$ cat config.mk
export PLATFORM = sky130hd
export DESIGN_NAME = lmem_read_steer
export DESIGN_NICKNAME = d
export VERILOG_FILES = /design/src/rtl/lmem_pkg.sv /design/src/rtl/lmem_region_decode.sv /design/src/rtl/lmem_word_store.sv /design/src/rtl/lmem_icache_model.sv /design/src/rtl/lmem_read_steer.sv
export SDC_FILE = /design/constraint.sdc
export NUM_CORES = 1
export LEC_CHECK = 0
export BUFFER_PORTS_ARGS = -buffer_cell sky130_fd_sc_hd__buf_2
export CELL_PAD_IN_SITES_DETAIL_PLACEMENT = 0
export CELL_PAD_IN_SITES_GLOBAL_PLACEMENT = 1
export CORE_ASPECT_RATIO = 2
export CORE_MARGIN = 8
export CORE_UTILIZATION = 48
export CTS_CLUSTER_SIZE = 30
export DETAILED_ROUTE_END_ITERATION = 7
export PLACE_DENSITY = 0.86
export SLEW_MARGIN = 20
export SYNTH_ARGS = -nofsm -noshare
export SYNTH_HDL_FRONTEND = slang
export SYNTH_SLANG_ARGS = --single-unit
$ cat constraint.sdc
create_clock -name clk -period 5.1 [get_ports clk]
set_input_delay 1.02 -clock clk [delete_from_list [all_inputs] [get_ports clk]]
set_output_delay 1.02 -clock clk [all_outputs]
set_load 0.05 [all_outputs]
$ cat src/rtl/lmem_pkg.sv
package lmem_pkg;
    typedef enum logic [1:0] {
        S_IDLE  = 2'd0,
        S_LOCAL = 2'd1,
        S_EXT   = 2'd2,
        S_FILL  = 2'd3
    } steer_state_t;

    typedef enum logic [1:0] {
        SRC_SRAM  = 2'd0,
        SRC_ROM   = 2'd1,
        SRC_CACHE = 2'd2,
        SRC_EXT   = 2'd3
    } steer_src_t;
endpackage

$ cat src/rtl/lmem_region_decode.sv
module lmem_region_decode #(
    parameter int AW      = 10,
    parameter int SZ_LOG2 = 6,
    localparam int BW     = AW - SZ_LOG2
) (
    input  logic [AW-1:0] addr,
    input  logic [BW-1:0] base,
    input  logic          valid,
    output logic          hit
);
    always_comb begin
        hit = valid && (addr[AW-1:SZ_LOG2] == base);
    end
endmodule

$ cat src/rtl/lmem_word_store.sv
module lmem_word_store #(
    parameter int          AW   = 10,
    parameter int          DW   = 32,
    parameter logic [31:0] SEED = 32'h0
) (
    input  logic          clk,
    input  logic          rd_en,
    input  logic [AW-1:0] rd_addr,
    output logic [DW-1:0] rd_data
);
    // Behavioural content: a fixed function of the address, read when enabled.
    always_ff @(posedge clk) begin
        if (rd_en) begin
            rd_data <= {{(DW-AW){1'b0}}, rd_addr} ^ DW'(SEED);
        end
    end
endmodule

$ cat src/rtl/lmem_icache_model.sv
module lmem_icache_model #(
    parameter int AW    = 10,
    parameter int DW    = 32,
    parameter int LINES = 8,
    localparam int IW   = $clog2(LINES),
    localparam int TW   = AW - IW
) (
    input  logic          clk,
    input  logic          rst_n,
    input  logic          lk_en,
    input  logic [AW-1:0] lk_addr,
    output logic          lk_hit,
    output logic [DW-1:0] lk_data,
    input  logic          fill_we,
    input  logic [AW-1:0] fill_addr,
    input  logic [DW-1:0] fill_data
);
    logic [LINES-1:0] line_valid;
    logic [TW-1:0]    line_tag  [LINES];
    logic [DW-1:0]    line_word [LINES];

    logic [IW-1:0] lk_idx;
    logic [IW-1:0] fill_idx;

    always_comb begin
        lk_idx   = lk_addr[IW-1:0];
        fill_idx = fill_addr[IW-1:0];
        lk_hit   = line_valid[lk_idx] && (line_tag[lk_idx] == lk_addr[AW-1:IW]);
    end

    always_ff @(posedge clk or negedge rst_n) begin
        if (!rst_n) begin
            line_valid <= '0;
        end else if (fill_we) begin
            line_valid[fill_idx] <= 1'b1;
        end
    end

    always_ff @(posedge clk) begin
        if (fill_we) begin
            line_tag[fill_idx]  <= fill_addr[AW-1:IW];
            line_word[fill_idx] <= fill_data;
        end
        if (lk_en) begin
            lk_data <= line_word[lk_idx];
        end
    end
endmodule

$ cat src/rtl/lmem_read_steer.sv
module lmem_read_steer
    import lmem_pkg::*;
#(
    parameter int AW        = 10,
    parameter int DW        = 32,
    parameter int SRAM_LOG2 = 6,
    parameter int ROM_LOG2  = 8,
    parameter int LINES     = 8,
    localparam int SBW      = AW - SRAM_LOG2,
    localparam int RBW      = AW - ROM_LOG2
) (
    input  logic           clk,
    input  logic           rst_n,
    input  logic           req_valid,
    input  logic [AW-1:0]  req_addr,
    input  logic [SBW-1:0] sram_base,
    input  logic           sram_valid,
    input  logic [RBW-1:0] rom_base,
    input  logic           rom_valid,
    output logic           sram_en,
    output logic           rom_en,
    output logic           cache_en,
    output logic           rsp_ready,
    output logic [DW-1:0]  rsp_data,
    output logic           ext_req,
    output logic [AW-1:0]  ext_addr,
    input  logic           ext_ack,
    input  logic [DW-1:0]  ext_data,
    output logic           cache_alloc
);
    steer_state_t state, state_nx;
    steer_src_t   src_q;
    logic [AW-1:0] addr_q;
    logic [DW-1:0] fill_q;

    logic accept;
    logic sram_hit, rom_hit, cache_hit;
    logic [DW-1:0] sram_rd, rom_rd, cache_rd;

    assign accept = req_valid && (state == S_IDLE);

    lmem_region_decode #(.AW(AW), .SZ_LOG2(SRAM_LOG2)) u_sram_dec (
        .addr(req_addr), .base(sram_base), .valid(sram_valid), .hit(sram_hit)
    );
    lmem_region_decode #(.AW(AW), .SZ_LOG2(ROM_LOG2)) u_rom_dec (
        .addr(req_addr), .base(rom_base), .valid(rom_valid), .hit(rom_hit)
    );

    lmem_word_store #(.AW(AW), .DW(DW), .SEED(32'h5A5A_0000)) u_sram (
        .clk(clk), .rd_en(sram_en), .rd_addr(req_addr), .rd_data(sram_rd)
    );
    lmem_word_store #(.AW(AW), .DW(DW), .SEED(32'hC3C3_0000)) u_rom (
        .clk(clk), .rd_en(rom_en), .rd_addr(req_addr), .rd_data(rom_rd)
    );

    lmem_icache_model #(.AW(AW), .DW(DW), .LINES(LINES)) u_cache (
        .clk(clk), .rst_n(rst_n),
        .lk_en(cache_en), .lk_addr(req_addr), .lk_hit(cache_hit), .lk_data(cache_rd),
        .fill_we(cache_alloc), .fill_addr(addr_q), .fill_data(fill_q)
    );

    // Lookup activation: all sources in the accepting cycle, masked regions never.
    always_comb begin
        cache_en = accept;
        sram_en  = accept && sram_hit;
        rom_en   = accept && rom_hit;
    end

    // Next-state logic.
    always_comb begin
        state_nx = state;
        unique case (state)
            S_IDLE:  if (accept) state_nx = (sram_hit || rom_hit || cache_hit) ? S_LOCAL : S_EXT;
            S_LOCAL: state_nx = S_IDLE;
            S_EXT:   if (ext_ack) state_nx = S_FILL;
            S_FILL:  state_nx = S_IDLE;
            default: state_nx = S_IDLE;
        endcase
    end

    // State register plus per-request captures.
    always_ff @(posedge clk or negedge rst_n) begin
        if (!rst_n) begin
            state  <= S_IDLE;
            src_q  <= SRC_EXT;
            addr_q <= '0;
            fill_q <= '0;
        end else begin
            state <= state_nx;
            if (accept) begin
                addr_q <= req_addr;
                if (sram_hit)       src_q <= SRC_SRAM;
                else if (rom_hit)   src_q <= SRC_ROM;
                else if (cache_hit) src_q <= SRC_CACHE;
                else                src_q <= SRC_EXT;
            end
            if (state == S_EXT && ext_ack) begin
                fill_q <= ext_data;
            end
        end
    end

    // Outputs.
    always_comb begin
        rsp_ready   = 1'b0;
        rsp_data    = '0;
        ext_req     = 1'b0;
        cache_alloc = 1'b0;
        ext_addr    = addr_q;
        unique case (state)
            S_IDLE: ;
            S_LOCAL: begin
                rsp_ready = 1'b1;
                unique case (src_q)
                    SRC_SRAM:  rsp_data = sram_rd;
                    SRC_ROM:   rsp_data = rom_rd;
                    SRC_CACHE: rsp_data = cache_rd;
                    default:   rsp_data = '0;
                endcase
            end
            S_EXT: ext_req = 1'b1;
            S_FILL: begin
                rsp_ready   = 1'b1;
                rsp_data    = fill_q;
                cache_alloc = 1'b1;
            end
            default: ;
        endcase
    end

    // Assertions.
    p_one_lookup_cycle_r1: assert property (@(posedge clk) disable iff (!rst_n)
        (sram_en || rom_en) |-> cache_en);
    p_sram_first_r2: assert property (@(posedge clk) disable iff (!rst_n)
        sram_en |=> (rsp_ready && rsp_data == sram_rd));
    p_rom_second_r3: assert property (@(posedge clk) disable iff (!rst_n)
        (rom_en && !sram_en) |=> (rsp_ready && rsp_data == rom_rd));
    p_ext_hold_r5: assert property (@(posedge clk) disable iff (!rst_n)
        (ext_req && !ext_ack) |=> (ext_req && $stable(ext_addr)));
    p_alloc_after_ext_r6: assert property (@(posedge clk) disable iff (!rst_n)
        cache_alloc |-> $past(ext_req && ext_ack));
    p_masked_idle_r7: assert property (@(posedge clk) disable iff (!rst_n)
        (sram_en |-> sram_valid) and (rom_en |-> rom_valid));
    p_local_latency_r9: assert property (@(posedge clk) disable iff (!rst_n)
        (cache_en && (sram_hit || rom_hit || cache_hit)) |=> (rsp_ready && !ext_req && !cache_alloc));
    p_busy_ignored_r1: assert property (@(posedge clk) disable iff (!rst_n)
        (ext_req || rsp_ready) |-> !(cache_en || sram_en || rom_en));
endmodule

; Word level (Yosys, flattened, before mapping)
; Memory sizes are Yosys's and may differ from the RTL's. A register that Yosys moved wholly into a read port is not among the register bits.
; Cells that the tools add are included.
[classes]
n_bitwise = 1
eq_ne = 10
n_reduce_logical = 14
order_cmp = 3
mux = 18
[op_table]
columns = op, count
row1 = $pmux 32 s3, 1
row2 = $pmux 32 s2, 1
row3 = $mux 2, 5
row4 = $logic_and 1x1->1, 8
row5 = $lt 3x4->1 const B, 2
row6 = $mux 1, 8
row7 = $or 8x8->8, 1
row8 = $eq 7x7->1, 1
row9 = $eq 2x2->1 const B, 3
row10 = $pmux 2 s3, 1
row11 = $eq 2x1->1 const B, 2
row12 = $eq 4x4->1, 1
row13 = $logic_not 2->1, 2
row14 = $ne 2x2->1 const B, 2
row15 = $bmux 1 s3, 1
row16 = $demux 1 s3, 1
row17 = $ge 3x1->1 const B, 1
row18 = $eq 2x2->1, 1
row19 = $logic_or 1x1->1, 2
row20 = $reduce_and 2->1, 1
row21 = $reduce_or 2->1, 1
[totals]
reg_bits = 74
mem_count = 2
in_bits = 54
mem_bits_rw = 312
[memory_table]
columns = memory, words, width, read_ports, rd_clocked_by_memory_dff, write_ports, line
row1 = u_cache.line_word, 8, 32, 1, 1, 1, lmem_icache_model.sv:20  ; logic [DW-1:0] line_word [LINES];
row2 = u_cache.line_tag, 8, 7, 1, 0, 1, lmem_icache_model.sv:19  ; logic [TW-1:0] line_tag [LINES];

; Logic depth before layout (Yosys ltp)
[logic_depth]
ltp_word = 7
mapped_depth = 9

; Cells and area by module
; From an unflattened synthesis, not the netlist that was laid out.
[unflattened]
hier_cells = 932
area_unflattened_um2 = 17200.2
[modules_own_cells]
columns = module, cells_per_inst, area_each_um2, instances
row1 = lmem_icache_model, 533, 13103.8, 1
row2 = lmem_read_steer, 319, 3061.7, 1
row3 = lmem_word_store, 34, 473.0, 2
row4 = lmem_region_decode (u_sram_dec), 9, 65.1, 1
row5 = lmem_region_decode (u_rom_dec), 3, 23.8, 1

; Worst setup path before layout
; OpenSTA, ideal clock, no wires.
[synth_path]
path_kind = register -> register
startpoint = register addr_q[0] (netlist: ext_addr[0])
endpoint = register u_cache.line_valid[0]
path_slack_ns = 0.034
required_ns = 5.012
period_less_slack_ns = 5.066
stages_incl_launch_ff = 3
t_arrival_ns = 4.979
setup_time_ns = 0.088
cell_sequence = dfrtp_1 nor4_1 or2_2
[synth_via]
elab_chain_cells = 5
word_cells_on_any_way = 6
cone_classes = order compare: 2 / mux: 2 / bitwise: 1 / reduce/logical: 1
[synth_lines]
columns = element, line
row1 = "start, declared", lmem_read_steer.sv:33  ; logic [AW-1:0] addr_q;
row2 = "start signal, assigned", lmem_read_steer.sv:91  ; addr_q <= req_addr;
row3 = $lt 3x4->1 (implied by the code) or $ge 3x1->1 (tied branches), lmem_icache_model.sv:35  ; line_valid[fill_idx] <= 1'b1;
row4 = $logic_and 1x1->1 (implied by the code), lmem_icache_model.sv:35
row5 = $mux 1 (implied by the code), lmem_icache_model.sv:35
row6 = $demux 1 s3 *, --
row7 = $or 8x8->8 (no line) *, --
row8 = "end signal, assigned", lmem_icache_model.sv:33  ; line_valid <= '0;
row9 = "end signal, assigned by index", lmem_icache_model.sv:35
row10 = "end, declared", lmem_icache_model.sv:18  ; logic [LINES-1:0] line_valid;
; Mark *: on every way between the ends. The rest lies on a longest branch, timed or not.
; A chain may end at the register's enable or synchronous reset.

; Final worst setup path
[layout_path]
startpoint = register state[1]
endpoint = output port rsp_data[12]
[layout_via]
elab_chain_cells = 2
word_cells_on_any_way = 3
cone_classes = eq/ne: 2 / mux: 1
[layout_lines]
columns = element, line
row1 = "start, declared", lmem_read_steer.sv:31  ; steer_state_t state, state_nx;
row2 = "start signal, assigned", lmem_read_steer.sv:89  ; state <= state_nx;
row3 = $eq 2x2->1 or $eq 2x1->1 (tied branches), lmem_read_steer.sv:110  ; unique case (state)
row4 = $pmux 32 s2 *, lmem_read_steer.sv:110
row5 = "end, declared", lmem_read_steer.sv:24  ; output logic [DW-1:0] rsp_data,
; Marked as above.

==> results.md <==
* Crit path time final at 4.07 ns
* Clock transition at the registers of the reported paths at 0.07 ns
* Final hold vios at 0
* Skew-Pair Late Insertion Delay at 0.53 ns
* Area leader, netlist: edfxtp_1
* CTS resizes at 0
* # Post-CTS Setup Buffers at 0
* Largest net degree at the start of global routing at 54
* Status: complete, no violations
* Setup TNS at 0 ns
* Die ar. at 0.0403 mm2
* Initial DRT Pass Iterations at 5
* WL final at 36500 um
* Setup crit start kind: flip-flop
* CP Cell Sequence: inv_1, nand2_1, nor3_2, buf_4, a22o_1, buf_2
* Die span in x at 146 um
* Slowest-stage cell, CP: nor3_2
* Drt drc at 0
* Antenna viol nets, final at 0
* Post-Syn Instances at 813
* First-pass GRT wire length at 54600 um
* CP Data Required Time at 4.08 ns
* Num CTS Buffers at 36
* HPWL Detailed at 21400 um
* Commonest non-fill, non-tap cell in the layout: edfxtp_1
* Filler cells at 2510
* Routed vias at 8151
* N_diodes at 0
* CTS Root Cell: clkbuf_16
* Boundary Pins at 102
* Vias in the first global route at 8758
* Final-report max-slew violation count at 0
* R2r startpoint: state[0]
* GRT Util Overall at 0.182
* CTS Sinks at 418
* Worst setup path endpoint: rsp_data[12]
* Port buffer count at 101
* #FFs+latches synth at 418
* GPL Wtd Cong at 0.752
* Pwr Density at 523 mW/mm2
* DR iter-0 viols at 649
* Total congestion overflow at 0
* Top cells by area, synth: edfxtp_1 67%, mux4_2 9.7%, dfrtp_1 8.0%
* Crit path max fanout at 16
* VDD IR max at 0.357 mV
* Num rows at 95
* CTS tree: built
* Yosys cell types at 40
* Delay of the slowest critical-path stage at 0.56 ns
* Fmax at 246 MHz
* Sequential share of the synthesized area at 0.758
* Worst-Margin Slew at 1.00 ns
* Vias per cell at 5.82
* Reg-to-Reg End: u_cache.line_word[7][20]
* Core Area at 0.0334 mm2
* Syn Std Cell Area at 0.0162 mm2
* Multi-input logic area at 0.00376 mm2
* Max_cap viols at 0
* Mean Syn Cell Area at 19.9 um2
* Nets@finish at 990
* Reg2Reg Setup Slack at 1.79 ns
* YS warnings at 0
* # setup viols final at 0
* Post-CTS Hold Buffers at 0
* Commonest non-fill, non-tap cells in the layout: 364 x edfxtp_1, 100 x buf_2, 70 x mux4_2
* P&R area growth vs syn at 14.0%
* CP Launch Point: state[1]
* Crit path arrival time at 3.05 ns
* RSZ-0062 raised after global routing: false
* Critical path class: flip-flop to primary output
* Dpl cell area at 0.0173 mm2
* CP endpoint kind: primary output
* Period utilization at 0.797
* Worst min-delay path category: flip-flop to flip-flop
* Syn_nets at 867
* Initial antenna violation count at 1
* R2r worst-path depth at 5
* Lkg Pwr at 0.00643 uW
* Die Y-Extent at 276 um
* H-tree levels at 2
* Fin area at 0.0185 mm2
* Layout cells sized above 1 at 0.351
* Register area at 0.0123 mm2
* Synth top area share at 0.674
* Slew margin rel. at 0.329
* Initial core utilization at 0.485
* Layout Skew at 0.0150 ns
* Max Buffers Root-to-Sink at 3
* WL/cell at 26.1 um
## logic make-up (layout without fill, tap and decap cells)
kind of cell / count (synthesis) / in the layout / share of synthesized area
flip-flops: 418 / 418 / 0.758
multiplexers: 165 / 165 / 0.165
AND/OR/NAND/NOR: 106 / 106 / 0.0293
AO/OA/AOI/OAI: 70 / 70 / 0.0291
buffers and inverters: 44 / 195 / 0.0135
XOR/XNOR: 10 / 10 / 0.00540
## worst max-delay path, delay by kind of cell (launching register included)
family | cells | cell delay (ns)
and+or+nand+nor | 2 | 0.72
AOI/OAI and AO/OA | 1 | 0.19
buffers and inverters | 3 | 1.06
DFF | 1 | 0.54
## state kept, by name (all words and copies together) (netlist names)
name                cells
u_sram.rd_data         10
u_rom.rd_data          10
state                   2
fill_q                 32
u_cache.lk_data        32
src_q                   2
ext_addr               10
u_cache.line_valid      8
u_cache.line_tag       56
u_cache.line_word     256
## Yosys cell counts
cell      instances
mux2i_1          26
mux4_1            4
o22ai_1           1
or2_2             8
and2_1            1
nor3_1            6
nor4_1            2
clkbuf_1         22
buf_12            1
buf_2             6
edfxtp_1        364
a21bo_2           2
buf_1             3
xnor2_1           3
clkinv_1          2
nor2b_1           2
a31oi_1           1
buf_6             2
a21oi_1          14
buf_4             4
nand2_1          63
a21o_1            1
dfstp_2           2
nand4_1           2
nor2_1            9
nor4_2            1
o21ai_0          20
nand3b_1          2
a22o_1           22
inv_1             4
o211ai_1          4
or3_1             1
mux4_2           70
o31a_1            1
nand2b_1          2
xor2_1            7
a22oi_1           4
nand3_1           7
mux2_2           65
dfrtp_1          52
## routing by layer
layer	vias to the layer above	wire [um]	global-route usage
met2	325	20100	0.343
met1	4244	13200	0.201
met5	-	13	0
li1	3504	-	-
met3	76	2000	0.0291
met4	2	1190	0.0735
## final cells by class
type / instances / area share
clock inverter: 17 / 0.00799
clock buffer: 49 / 0.0547
sequential: 418 / 0.665
multi-input combinational: 351 / 0.204
timing repair buffer: 123 / 0.0378
tap: 436 / 0.0295
inverter: 6 / 0.00122
## worst min path at each step
| stage | start | to | cells past startpoint |
|---|---|---|---|
| 2_1_floorplan | u_cache.line_valid[4] | u_cache.line_valid[4] | 1 |
| 3_3_place_gp | u_cache.line_valid[3] | u_cache.line_valid[3] | 1 |
| 3_5_place_dp | u_cache.line_valid[4] | u_cache.line_valid[4] | 1 |
| 4_1_cts | u_cache.line_valid[0] | u_cache.line_valid[0] | 1 |
| 5_1_grt | u_cache.line_valid[0] | u_cache.line_valid[0] | 1 |
| 6_report | u_cache.line_valid[4] | u_cache.line_valid[4] | 1 |
## power breakdown
group | internal (uW) | switching (uW)
logic | 574 | 1250
clock network | 1470 | 1210
registers | 4590 | 569
total | 6640 | 3030
## metrics by stage
stage	utilization	cells	setup WS [ns]	hold WS [ns]	power, uW
final	0.553	1400	1.03	0.485	9670
after global routing	0.553	1400	0.913	0.494	10000
after CTS	0.553	1400	0.965	0.480	9750
after detailed placement	0.518	1334	1.54	0.450	7080
after global placement	0.518	1334	1.60	0.446	7000
after floorplan	-	813	0.0336	0.434	6320
No activity file was read; power rests on OpenSTA's default activity.
